**src/rtl/ccopy_pkg.sv**
```systemverilog
// Shared types for the chunked copy sequencer.
package ccopy_pkg;
    // Externally visible channel state, values fixed by the port contract.
    typedef enum logic [1:0] {
        CS_IDLE    = 2'd0,
        CS_STARTED = 2'd1,
        CS_ERROR   = 2'd2,
        CS_DONE    = 2'd3
    } chan_state_t;

    // Internal transaction phase.
    typedef enum logic [1:0] {
        PH_IDLE,
        PH_RDREQ,
        PH_RDDATA,
        PH_WRDATA
    } phase_t;
endpackage

```
**src/rtl/ccopy_sizer.sv**
```systemverilog
// Transaction sizer: derives the length of the next transaction from the
// remaining count and the size exponent, and the number of data beats.
// Assumes remaining is nonzero whenever the result is used.
module ccopy_sizer #(
    parameter int CNT_W   = 64,
    parameter int MAX_LG2 = 6,
    parameter int BEAT_B  = 8,
    parameter int LEN_W   = MAX_LG2 + 1
) (
    input  logic [CNT_W-1:0] remaining,
    input  logic [3:0]       lg2,
    output logic [LEN_W-1:0] len,
    output logic [LEN_W-1:0] beats,
    output logic             last_chunk
);
    localparam int SH = (BEAT_B > 1) ? $clog2(BEAT_B) : 0;

    logic [3:0]       cap;
    logic [LEN_W-1:0] full_size;
    logic [CNT_W-1:0] full_ext;
    logic [LEN_W:0]   rounded;

    // Cap the exponent and form the full transaction size.
    always_comb begin
        cap       = (lg2 > 4'(MAX_LG2)) ? 4'(MAX_LG2) : lg2;
        full_size = LEN_W'(1) << cap;
        full_ext  = CNT_W'(full_size);
    end

    // Pick full size or the tail, and count beats rounding up.
    always_comb begin
        last_chunk = (remaining <= full_ext);
        len        = last_chunk ? remaining[LEN_W-1:0] : full_size;
        rounded    = {1'b0, len} + (LEN_W+1)'(BEAT_B - 1);
        beats      = LEN_W'(rounded >> SH);
    end
endmodule

```
**src/rtl/ccopy_buffer.sv**
```systemverilog
// Staging buffer: holds one transaction's data beats between read and write.
// Assumes a beat is never written and read in the same phase.
module ccopy_buffer #(
    parameter int DATA_W = 64,
    parameter int DEPTH  = 8,
    parameter int IDX_W  = 3
) (
    input  logic              clk,
    input  logic              we,
    input  logic [IDX_W-1:0]  idx,
    input  logic [DATA_W-1:0] wdata,
    output logic [DATA_W-1:0] rdata
);
    logic [DATA_W-1:0] store [DEPTH];

    // Capture an incoming read beat at its slot.
    always_ff @(posedge clk) begin
        if (we) begin
            store[idx] <= wdata;
        end
    end

    // Present the slot addressed by the beat index.
    always_comb begin
        rdata = store[idx];
    end
endmodule

```
**src/rtl/ccopy_exec_regs.sv**
```systemverilog
// Exec register file: loads the descriptor at start, advances per
// transaction, and on a repeat finish rebuilds the start values from the
// final pointers minus the original count. Assumes load and adv never
// coincide.
module ccopy_exec_regs #(
    parameter int ADDR_W = 64,
    parameter int CNT_W  = 64,
    parameter int LEN_W  = 7
) (
    input  logic              clk,
    input  logic              rst_n,
    input  logic              load,
    input  logic [ADDR_W-1:0] d_src,
    input  logic [ADDR_W-1:0] d_dst,
    input  logic [CNT_W-1:0]  d_bytes,
    input  logic [3:0]        d_wlg,
    input  logic [3:0]        d_rlg,
    input  logic              d_rep,
    input  logic              adv,
    input  logic [LEN_W-1:0]  adv_len,
    input  logic              reload,
    output logic [ADDR_W-1:0] x_src,
    output logic [ADDR_W-1:0] x_dst,
    output logic [CNT_W-1:0]  x_bytes,
    output logic [3:0]        x_wlg,
    output logic [3:0]        x_rlg,
    output logic              x_rep
);
    logic [CNT_W-1:0]  orig_bytes;
    logic [ADDR_W-1:0] step_a;
    logic [ADDR_W-1:0] orig_a;

    // Widen the step and original count for pointer arithmetic.
    always_comb begin
        step_a = ADDR_W'(adv_len);
        orig_a = ADDR_W'(orig_bytes);
    end

    // Load, advance or reload the working registers.
    always_ff @(posedge clk) begin
        if (!rst_n) begin
            x_src      <= '0;
            x_dst      <= '0;
            x_bytes    <= '0;
            x_wlg      <= '0;
            x_rlg      <= '0;
            x_rep      <= 1'b0;
            orig_bytes <= '0;
        end else if (load) begin
            x_src      <= d_src;
            x_dst      <= d_dst;
            x_bytes    <= d_bytes;
            x_wlg      <= d_wlg;
            x_rlg      <= d_rlg;
            x_rep      <= d_rep;
            orig_bytes <= d_bytes;
        end else if (adv) begin
            if (reload) begin
                x_src   <= x_src + step_a - orig_a;
                x_dst   <= x_dst + step_a - orig_a;
                x_bytes <= orig_bytes;
            end else begin
                x_src   <= x_src + step_a;
                x_dst   <= x_dst + step_a;
                x_bytes <= x_bytes - CNT_W'(adv_len);
            end
        end
    end

    // Source and destination always move by the same distance.
    AST_EQUAL_STRIDE: assert property (@(posedge clk) disable iff (!rst_n)
        adv |=> ((x_src - $past(x_src)) == (x_dst - $past(x_dst))));

    // A load is never issued mid-transaction.
    AST_NO_LOAD_ON_ADV: assert property (@(posedge clk) disable iff (!rst_n)
        !(load && adv));
endmodule

```
**src/rtl/ccopy_ctrl.sv**
```systemverilog
// Sequencer: accepts or rejects a start, walks each transaction through
// request, read beats and write beats, and keeps the status bits.
// Assumes read data beats only arrive after a request is accepted.
module ccopy_ctrl #(
    parameter int LEN_W = 7,
    parameter int IDX_W = 3
) (
    input  logic             clk,
    input  logic             rst_n,
    input  logic             start,
    input  logic             zero_cnt,
    input  logic             size_mismatch,
    input  logic             rd_ready,
    input  logic             rd_rvalid,
    input  logic             wr_ready,
    input  logic [LEN_W-1:0] beats,
    input  logic             last_chunk,
    input  logic             x_repeat,
    output logic             load,
    output logic             adv,
    output logic             reload,
    output logic             rd_valid,
    output logic             wr_valid,
    output logic             wr_last,
    output logic [IDX_W-1:0] idx,
    output logic             buf_we,
    output logic             busy,
    output logic             done,
    output logic             err,
    output logic [1:0]       chan_state
);
    import ccopy_pkg::*;

    phase_t      phase;
    chan_state_t cs;
    logic        last_beat;
    logic        accept_go;
    logic        wr_fire_last;

    // Decode the beat position and handshake events.
    always_comb begin
        last_beat    = (LEN_W'(idx) == (beats - LEN_W'(1)));
        accept_go    = (phase == PH_IDLE) && start && !zero_cnt && !size_mismatch;
        wr_fire_last = (phase == PH_WRDATA) && wr_ready && last_beat;
    end

    // Drive handshake and datapath strobes from the phase.
    always_comb begin
        rd_valid   = (phase == PH_RDREQ);
        wr_valid   = (phase == PH_WRDATA);
        wr_last    = wr_valid && last_beat;
        buf_we     = (phase == PH_RDDATA) && rd_rvalid;
        load       = accept_go;
        adv        = wr_fire_last;
        reload     = wr_fire_last && last_chunk && x_repeat;
        busy       = (phase != PH_IDLE);
        chan_state = cs;
    end

    // Phase and beat index sequencing.
    always_ff @(posedge clk) begin
        if (!rst_n) begin
            phase <= PH_IDLE;
            idx   <= '0;
        end else begin
            case (phase)
                PH_IDLE: begin
                    if (accept_go) begin
                        phase <= PH_RDREQ;
                    end
                end
                PH_RDREQ: begin
                    if (rd_ready) begin
                        phase <= PH_RDDATA;
                        idx   <= '0;
                    end
                end
                PH_RDDATA: begin
                    if (rd_rvalid) begin
                        if (last_beat) begin
                            phase <= PH_WRDATA;
                            idx   <= '0;
                        end else begin
                            idx <= idx + IDX_W'(1);
                        end
                    end
                end
                default: begin
                    if (wr_ready) begin
                        if (last_beat) begin
                            phase <= last_chunk ? PH_IDLE : PH_RDREQ;
                            idx   <= '0;
                        end else begin
                            idx <= idx + IDX_W'(1);
                        end
                    end
                end
            endcase
        end
    end

    // Completion and error status with the visible channel state.
    always_ff @(posedge clk) begin
        if (!rst_n) begin
            done <= 1'b0;
            err  <= 1'b0;
            cs   <= CS_IDLE;
        end else if ((phase == PH_IDLE) && start) begin
            if (zero_cnt) begin
                done <= 1'b1;
                err  <= 1'b0;
                cs   <= CS_DONE;
            end else if (size_mismatch) begin
                done <= 1'b0;
                err  <= 1'b1;
                cs   <= CS_ERROR;
            end else begin
                done <= 1'b0;
                err  <= 1'b0;
                cs   <= CS_STARTED;
            end
        end else if (wr_fire_last && last_chunk) begin
            done <= 1'b1;
            cs   <= CS_DONE;
        end
    end

    AST_IDLE_QUIET: assert property (@(posedge clk) disable iff (!rst_n)
        !busy |-> (!rd_valid && !wr_valid));
    AST_BUSY_CLEAN: assert property (@(posedge clk) disable iff (!rst_n)
        busy |-> (!done && !err && chan_state == 2'd1));
    AST_STATUS_EXCL: assert property (@(posedge clk) disable iff (!rst_n)
        !(done && err));
    AST_ONE_PORT: assert property (@(posedge clk) disable iff (!rst_n)
        !(rd_valid && wr_valid));
    AST_RD_HOLD: assert property (@(posedge clk) disable iff (!rst_n)
        (rd_valid && !rd_ready) |=> rd_valid);
    AST_FINISH_DONE: assert property (@(posedge clk) disable iff (!rst_n)
        $fell(busy) |-> done);
endmodule

```
**src/rtl/chunk_copy_engine.sv**
```systemverilog
// Chunked memory copy sequencer for one DMA channel. Validates a pending
// descriptor on start, then copies in power-of-two transactions capped at
// 2^MAX_LG2 bytes plus one tail, through a staging buffer.
// Assumes rd_rdata beats arrive only after the read request is accepted.
module chunk_copy_engine #(
    parameter int ADDR_W  = 64,
    parameter int CNT_W   = 64,
    parameter int DATA_W  = 64,
    parameter int MAX_LG2 = 6
) (
    input  logic              clk,
    input  logic              rst_n,
    input  logic              start,
    input  logic [ADDR_W-1:0] desc_src,
    input  logic [ADDR_W-1:0] desc_dst,
    input  logic [CNT_W-1:0]  desc_bytes,
    input  logic [3:0]        desc_wr_lg2,
    input  logic [3:0]        desc_rd_lg2,
    input  logic              desc_repeat,
    output logic              rd_valid,
    input  logic              rd_ready,
    output logic [ADDR_W-1:0] rd_addr,
    output logic [MAX_LG2:0]  rd_len,
    input  logic              rd_rvalid,
    input  logic [DATA_W-1:0] rd_rdata,
    output logic              wr_valid,
    input  logic              wr_ready,
    output logic [ADDR_W-1:0] wr_addr,
    output logic [MAX_LG2:0]  wr_len,
    output logic [DATA_W-1:0] wr_data,
    output logic              wr_last,
    output logic              busy,
    output logic              done,
    output logic              err,
    output logic [1:0]        chan_state,
    output logic [ADDR_W-1:0] exec_src,
    output logic [ADDR_W-1:0] exec_dst,
    output logic [CNT_W-1:0]  exec_bytes,
    output logic [3:0]        exec_wr_lg2,
    output logic [3:0]        exec_rd_lg2,
    output logic              exec_repeat
);
    localparam int LEN_W  = MAX_LG2 + 1;
    localparam int BEAT_B = DATA_W / 8;
    localparam int MAX_B  = 1 << MAX_LG2;
    localparam int DEPTH  = (MAX_B + BEAT_B - 1) / BEAT_B;
    localparam int IDX_W  = (DEPTH > 1) ? $clog2(DEPTH) : 1;

    logic             zero_cnt;
    logic             size_mismatch;
    logic [LEN_W-1:0] cur_len;
    logic [LEN_W-1:0] cur_beats;
    logic             last_chunk;
    logic             load;
    logic             adv;
    logic             reload;
    logic             buf_we;
    logic [IDX_W-1:0] idx;

    // Classify the pending descriptor.
    always_comb begin
        zero_cnt      = (desc_bytes == '0);
        size_mismatch = (desc_wr_lg2 != desc_rd_lg2);
    end

    // Both ports address from the exec pointers with the current length.
    always_comb begin
        rd_addr = exec_src;
        wr_addr = exec_dst;
        rd_len  = cur_len;
        wr_len  = cur_len;
    end

    ccopy_sizer #(
        .CNT_W(CNT_W), .MAX_LG2(MAX_LG2), .BEAT_B(BEAT_B), .LEN_W(LEN_W)
    ) u_sizer (
        .remaining (exec_bytes),
        .lg2       (exec_wr_lg2),
        .len       (cur_len),
        .beats     (cur_beats),
        .last_chunk(last_chunk)
    );

    ccopy_exec_regs #(
        .ADDR_W(ADDR_W), .CNT_W(CNT_W), .LEN_W(LEN_W)
    ) u_exec (
        .clk    (clk),
        .rst_n  (rst_n),
        .load   (load),
        .d_src  (desc_src),
        .d_dst  (desc_dst),
        .d_bytes(desc_bytes),
        .d_wlg  (desc_wr_lg2),
        .d_rlg  (desc_rd_lg2),
        .d_rep  (desc_repeat),
        .adv    (adv),
        .adv_len(cur_len),
        .reload (reload),
        .x_src  (exec_src),
        .x_dst  (exec_dst),
        .x_bytes(exec_bytes),
        .x_wlg  (exec_wr_lg2),
        .x_rlg  (exec_rd_lg2),
        .x_rep  (exec_repeat)
    );

    ccopy_buffer #(
        .DATA_W(DATA_W), .DEPTH(DEPTH), .IDX_W(IDX_W)
    ) u_buf (
        .clk  (clk),
        .we   (buf_we),
        .idx  (idx),
        .wdata(rd_rdata),
        .rdata(wr_data)
    );

    ccopy_ctrl #(
        .LEN_W(LEN_W), .IDX_W(IDX_W)
    ) u_ctrl (
        .clk          (clk),
        .rst_n        (rst_n),
        .start        (start),
        .zero_cnt     (zero_cnt),
        .size_mismatch(size_mismatch),
        .rd_ready     (rd_ready),
        .rd_rvalid    (rd_rvalid),
        .wr_ready     (wr_ready),
        .beats        (cur_beats),
        .last_chunk   (last_chunk),
        .x_repeat     (exec_repeat),
        .load         (load),
        .adv          (adv),
        .reload       (reload),
        .rd_valid     (rd_valid),
        .wr_valid     (wr_valid),
        .wr_last      (wr_last),
        .idx          (idx),
        .buf_we       (buf_we),
        .busy         (busy),
        .done         (done),
        .err          (err),
        .chan_state   (chan_state)
    );

    AST_LEN_CAP: assert property (@(posedge clk) disable iff (!rst_n)
        (rd_valid || wr_valid) |-> (rd_len != '0 && int'(rd_len) <= MAX_B));
    AST_RD_ADDR_HOLD: assert property (@(posedge clk) disable iff (!rst_n)
        (rd_valid && !rd_ready) |=> ($stable(rd_addr) && $stable(rd_len)));
    AST_WR_HOLD: assert property (@(posedge clk) disable iff (!rst_n)
        (wr_valid && !wr_ready) |=> (wr_valid && $stable(wr_data) && $stable(wr_last)));
endmodule

```
**config.mk**
```make
export PLATFORM = sky130hd
export DESIGN_NAME = chunk_copy_engine
export DESIGN_NICKNAME = d
export VERILOG_FILES = /design/src/rtl/ccopy_pkg.sv /design/src/rtl/ccopy_sizer.sv /design/src/rtl/ccopy_buffer.sv /design/src/rtl/ccopy_exec_regs.sv /design/src/rtl/ccopy_ctrl.sv /design/src/rtl/chunk_copy_engine.sv
export SDC_FILE = /design/constraint.sdc
export NUM_CORES = 2
export LEC_CHECK = 0
export BUFFER_PORTS_ARGS = -buffer_cell sky130_fd_sc_hd__buf_4
export CAP_MARGIN = 20
export CORE_ASPECT_RATIO = 2
export CORE_MARGIN = 2
export CORE_UTILIZATION = 45
export DETAILED_ROUTE_END_ITERATION = 6
export PLACE_DENSITY = 0.66
export SLEW_MARGIN = 20
export SYNTH_ARGS = -nofsm -noshare
export SYNTH_HDL_FRONTEND = slang
export SYNTH_SLANG_ARGS = --single-unit
```
**constraint.sdc**
```tcl
create_clock -name clk -period 9.1 [get_ports clk]
set_clock_uncertainty 0.1 [all_clocks]
set_input_delay 0.455 -clock clk [delete_from_list [all_inputs] [get_ports clk]]
set_output_delay 0.455 -clock clk [all_outputs]
set_load 0.02 [all_outputs]
```
# Yosys cells after proc, flatten, opt, wreduce, memory -nomap -nowiden
# Memory sizes are Yosys's and may differ from the RTL's. A register that Yosys moved wholly into a read port is not among the register bits.
# Index checks and enable logic that the tools add are counted.
dict set report classes {
  addsub 8
  order_cmp 2
  n_eq_ne 9
  n_shift 1
  mux 37
  n_bitwise 1
  n_reduce_logical 21
}
# op count
set ops {}
lappend ops {{$mux 64} 9}
lappend ops {{$add 64x7->64} 2}
lappend ops {{$sub 64x64->64} 2}
lappend ops {{$le 64x7->1} 1}
lappend ops {{$logic_not 64->1} 1}
lappend ops {{$sub 64x7->64} 1}
lappend ops {{$mux 2} 10}
lappend ops {{$mux 3} 6}
lappend ops {{$logic_and 1x1->1} 9}
lappend ops {{$pmux 3 s3} 1}
lappend ops {{$add 7x3->8 const B} 1}
lappend ops {{$mux 1} 8}
lappend ops {{$eq 3x7->1} 1}
lappend ops {{$mux 7} 1}
lappend ops {{$shl 1x4->7 const A} 1}
lappend ops {{$pmux 2 s3} 1}
lappend ops {{$reduce_and 6->1} 1}
lappend ops {{$reduce_bool 2->1} 3}
lappend ops {{$reduce_bool 3->1} 2}
lappend ops {{$sub 5x1->6 const B} 1}
lappend ops {{$eq 2x2->1 const B} 2}
lappend ops {{$gt 4x3->1 const B} 1}
lappend ops {{$mux 4} 1}
lappend ops {{$ne 2x1->1 const B} 2}
lappend ops {{9 further kinds} 11}
dict set report totals {
  register_bits 274
  ram_bits 512
  inputBits 271
  output_inout_bits 415
  wordCells 92
  mem_count 1
}
# memory words word_bits rd rd_clocked_by_memory_dff wr line_no
set memory_table {}
lappend memory_table {u_buf.store 8 64 1 1 1 ccopy_buffer.sv:14} ;# logic [DATA_W-1:0] store [DEPTH];

# Depth between registers and ports, before layout
dict set report depth {
  ltp_word 14
  depth_mapped 36
}

# Hierarchy
# A second synthesis with hierarchy kept.
dict set report hier_totals {
  cells_unflattened 4624
  hier_area_um2 45931.6
}
# mod instances cells_each area_per_inst_um2
set modules_own_cells {}
lappend modules_own_cells {ccopy_exec_regs 1 3351 23988.0}
lappend modules_own_cells {ccopy_buffer 1 951 19446.2}
lappend modules_own_cells {chunk_copy_engine 1 161 1198.6}
lappend modules_own_cells {ccopy_ctrl 1 84 683.2}
lappend modules_own_cells {ccopy_sizer 1 77 615.6}

# Least setup slack after synthesis
# No wires, ideal clock.
dict set report synth_path {
  kind {register to register}
  start {register u_exec.x_wlg[3]}
  end {register u_exec.x_dst[60]}
  setup_ns 0.130
  arrival_time_ns 7.855
  required_ns 8.870
  setup_slack_ns 1.016
  path_stages_with_launch 31
  period_less_slack_ns 8.084
  path_cell_list {dfxtp_1 > nand2b_1 > or3b_2 > clkbuf_1 > ha_1 > a211oi_1 > nand2_1 > o311ai_0 > nand2_1 > o21ai_0 > ha_1 > fa_1 > a21o_1 > a21oi_1 > o21a_1 > or3_1 > nor2_1 > nand3_1 > xnor2_1 > ha_1 > clkbuf_1 > nand4_1 > or3_1 > a2111oi_0 > nor3b_1 > o31a_1 > o21ai_0 > a221oi_1 > o21ai_0 > xnor2_1 > o31ai_1}
}
dict set report synth_between {
  elab_chain_len 14
}
# element line_no
set synth_rtl {}
lappend synth_rtl {{start: declaration} ccopy_exec_regs.sv:25} ;# output logic [3:0] x_wlg,
lappend synth_rtl {{start signal: assignment} ccopy_exec_regs.sv:53} ;# x_wlg <= d_wlg;
lappend synth_rtl {{$gt 4x3->1} ccopy_sizer.sv:25} ;# cap = (lg2 > 4'(MAX_LG2)) ? 4'(MAX_LG2) : lg2;
lappend synth_rtl {{$mux 4 (*)} ccopy_sizer.sv:25}
lappend synth_rtl {{$shl 1x4->7 (*)} ccopy_sizer.sv:26} ;# full_size = LEN_W'(1) << cap;
lappend synth_rtl {{$le 64x7->1} ccopy_sizer.sv:32} ;# last_chunk = (remaining <= full_ext);
lappend synth_rtl {{$mux 7 (*)} ccopy_sizer.sv:33} ;# len = last_chunk ? remaining[LEN_W-1:0] : full_size;
lappend synth_rtl {{via rd_len[0]} chunk_copy_engine.sv:23} ;# output logic [MAX_LG2:0] rd_len,
lappend synth_rtl {{branches (longest 9 deep; another with $add 64x7->64)} n/a}
lappend synth_rtl {{end signal: assignment} ccopy_exec_regs.sv:51} ;# x_dst <= d_dst;
lappend synth_rtl {{end signal: assignment} ccopy_exec_regs.sv:60} ;# x_dst <= x_dst + step_a - orig_a;
lappend synth_rtl {{end signal: assignment} ccopy_exec_regs.sv:64} ;# x_dst <= x_dst + step_a;
lappend synth_rtl {{end: declaration} ccopy_exec_regs.sv:23} ;# output logic [ADDR_W-1:0] x_dst,
# Mark *: on every way through the listed nets, which the timed path passes. The select of a mux whose other input is x is not followed.
# A chain may end at the register's enable or synchronous reset.

# Worst setup path after layout
dict set report layout_path {
  start {register u_exec.x_bytes[37]}
  end {register u_exec.x_dst[60]}
}
dict set report layout_between {
  elab_chain_len 11
}
# element line_no
set layout_rtl {}
lappend layout_rtl {{start: declaration} ccopy_exec_regs.sv:24} ;# output logic [CNT_W-1:0] x_bytes,
lappend layout_rtl {{start signal: assignment} ccopy_exec_regs.sv:52} ;# x_bytes <= d_bytes;
lappend layout_rtl {{start signal: assignment} ccopy_exec_regs.sv:61} ;# x_bytes <= orig_bytes;
lappend layout_rtl {{start signal: assignment} ccopy_exec_regs.sv:65} ;# x_bytes <= x_bytes - CNT_W'(adv_len);
lappend layout_rtl {{$le 64x7->1 (*)} ccopy_sizer.sv:32}
lappend layout_rtl {{branches (longest 10 deep; another with $add 64x7->64)} n/a}
# Mark *: on every way between the ends. The select of a mux whose other input is x is not followed.

==> results.json <==
{
  "outcome": "completed",
  "vias": 40800,
  "worst_slack_ns": 0.353,
  "finalHoldViolCount": 0,
  "synth.distinct_cells": 80,
  "p_sw_w": 0.00398,
  "ys_seq_area_frac": 0.464,
  "die_w_um": 228,
  "synth-seq-cells": 789,
  "seq_power_share": 0.351,
  "wl_per_cell_um": 29.2,
  "layout_commonest_cell": "buf_4",
  "p_leak_nw": 21.3,
  "rows": 164,
  "vdd_ir_drop_max_mv": 0.203,
  "p_comb_frac": 0.356,
  "syn_area_per_cell_um2": 10.1,
  "syn2layout_area_growth_pct": 23.3,
  "clk_pin_slew_ns": 0.07,
  "gp_congestion": 1.06,
  "dieArea_um2": 103000,
  "place_area_um2": 50700,
  "post-route-min-period_ns": 8.75,
  "synth_edf_count": 512,
  "crit_buf_inv": 2,
  "antenna_found_initial": 14,
  "start_kind": "register",
  "fmax_ghz": 0.114,
  "hpwl_um": 139000,
  "synth_ff_type": "edfxtp_1",
  "grt_start_max_net_pins": 158,
  "p_per_area_nw_per_um2": 203,
  "worstHoldPathType": "in2reg",
  "initial_core_util": 0.452,
  "switching_share": 0.353,
  "ys_warn_count": 0,
  "max_cap_violations": 0,
  "fp.coreArea_um2": 99700,
  "cts-root-buf": "clkbuf_16",
  "io_pins": 686,
  "rsz0062_at_grt": "false",
  "cp_max_fo": 11,
  "stdcell_area_um2": 55600,
  "fin_total_pwr_w": 0.0113,
  "htreeDepth": 3,
  "drc_errors": 0,
  "crit_arrival_ns": 9.27,
  "synthCells": 4464,
  "cts_buffers": 75,
  "setup_violations": 0,
  "drive_above_1_share": 0.219,
  "cp_top_family": "simple AND/OR/NAND/NOR gates",
  "fin_crit_sh": 0.961,
  "holdWs_ns": 0.0403,
  "nets": 5587,
  "cp_data_required_time_ns": 9.63,
  "power.clock.fraction": 0.292,
  "grtUsageTotal": 0.362,
  "ant_nets": 0,
  "die_h_um": 452,
  "ys_async_sr_fraction": 0,
  "wirelength_um": 191000,
  "layout_common_cells": "buf_4, edfxtp_1, nand2_1, a21oi_1",
  "slew_headroom": 0.192,
  "clk_latency_ns": 0.71,
  "critPathCaptureType": "register",
  "drtIter0Drc": 4017,
  "synth_nets": 4900,
  "grt_pass1_wl_um": 274000,
  "nFillCells": 8705,
  "drt_first_pass_iters": 6,
  "numPortBuffers": 685,
  "cts_tree": "built",
  "cts.path.max_buffers": 3,
  "finalMaxSlewViolations": 0,
  "crit_type": "reg2reg",
  "grt_pass1_vias": 40300,
  "dp_slack_ns": 0.205,
  "cts_sinks": 789,
  "cp_common_cell": "o21ai_0",
  "max_stage_delay_ns": 0.60,
  "worst_pin_slew_ns": 1.20,
  "p_int_w": 0.00731,
  "syn_area_um2": 45100,
  "avgViaCountPerCell": 6.23,
  "crit_slowest_cell": "or3_1",
  "grt_overflow_total": 0,
  "setup_tns_ns": 0
}
[Yosys cell counts, types with 17 or more instances]
library cell / n / area (um2)
a211oi_1: 40 / 300
a21o_1: 83 / 623
a21oi_1: 454 / 2270
a31oi_1: 33 / 206
and2_1: 17 / 106
and3_1: 69 / 432
buf_1: 28 / 105
buf_2: 24 / 120
buf_4: 136 / 1020
clkbuf_1: 208 / 781
dfxtp_1: 277 / 5550
edfxtp_1: 512 / 15400
ha_1: 160 / 2000
inv_1: 140 / 526
mux2_2: 64 / 721
mux4_2: 128 / 2880
nand2_1: 475 / 1780
nand2b_1: 19 / 119
nand3_1: 109 / 546
nand4_1: 57 / 357
nor2_1: 284 / 1070
nor2b_1: 18 / 113
nor3_1: 98 / 490
nor4_1: 47 / 294
o211ai_1: 116 / 871
o21a_1: 17 / 128
o21ai_0: 262 / 1310
o21bai_1: 29 / 218
o221ai_1: 17 / 149
o22ai_1: 18 / 113
o31ai_1: 20 / 150
or3_1: 35 / 219
or4_1: 18 / 135
xnor2_1: 145 / 1270
xor2_1: 115 / 1010
[flip-flops by register name (all words and copies together), names as in the netlist, named ones only]
name               cells
u_exec.orig_a         64
u_exec.x_rlg           4
u_exec.x_src          64
u_buf.store          512
u_ctrl.done            1
u_ctrl.phase           2
u_exec.x_bytes        64
u_ctrl.idx             3
u_exec.x_wlg           4
u_exec.x_dst          64
u_exec.x_rep           1
u_ctrl.chan_state      2
u_ctrl.err             1
[path summary, 6_finish.rpt]
path,from,endpoint,slack (ns),depth (start not counted)
max,u_exec.x_bytes[37],u_exec.x_dst[60],0.35,28
min,desc_src[50],u_exec.x_src[50],0.04,3
max reg2reg,u_exec.x_bytes[37],u_exec.x_dst[60],0.35,28
min reg2reg,u_exec.orig_a[55],u_exec.orig_a[55],0.35,2
[through the flow]
stage | util | instances
global route | 0.558 | 6543
detailed placement | 0.509 | 6170
global placement | 0.508 | 6170
CTS | 0.557 | 6536
finish | 0.558 | 6549
floorplan | - | 4464
[routing by layer]
metal  vias to the layer above  wire length [um]  track usage
met2                      2424             89500        0.600
met4                        14             18600        0.296
met5                         -                92            0
li1                      17900                 -            -
met1                     19700             64800        0.391
met3                       762             18400       0.0961
[cells by family after synthesis]
| family | share of synthesized area |
|---|---|
| and+or+nand+nor | 0.134 |
| adders and majority gates | 0.0466 |
| muxes | 0.0828 |
| xor gates and xnor gates | 0.0505 |
| AOI/OAI and AO/OA | 0.166 |
| buffers and inverters | 0.0567 |
| DFF | 0.464 |
[power by group through the flow]
stage | clock network, W | registers [W] | logic [W]
floorplan | 0 | 0.00401 | 0.00255
global placement | 0 | 0.00404 | 0.00382
detailed placement | 0 | 0.00404 | 0.00381
CTS | 0.00335 | 0.00397 | 0.00392
global route | 0.00346 | 0.00397 | 0.00429
finish | 0.00330 | 0.00397 | 0.00402
[area by class of cell]
type | count | area, um2 | share of cell area
Antenna cell | 10 | 25.0 | 0.000450
Clock buffer | 90 | 2000 | 0.0360
Clock inverter | 47 | 538 | 0.00967
Inverter | 141 | 534 | 0.00960
Multi-Input combinational cell | 3138 | 21800 | 0.392
Sequential cell | 789 | 20900 | 0.376
Tap cell | 1328 | 1660 | 0.0299
Timing Repair Buffer | 1006 | 8150 | 0.147
[worst register-to-register path: cells and delay by family, from the launching register on]
family,cells,cell delay [ns]
buffers and inverters,2,0.38
adders and majority gates,2,0.70
and+or+nand+nor,12,3.96
DFF,1,0.38
xor gates and xnor gates,2,0.36
AOI/OAI and AO/OA,10,2.78
[what timing repair did]
item                                    CTS  global route
endpoints found under the setup margin    0            10
resized for setup                         0             6
hold buffers                            229             0
setup buffers                             0             2
hold endpoints to repair                714             0
(Power assumes the default switching activity.)
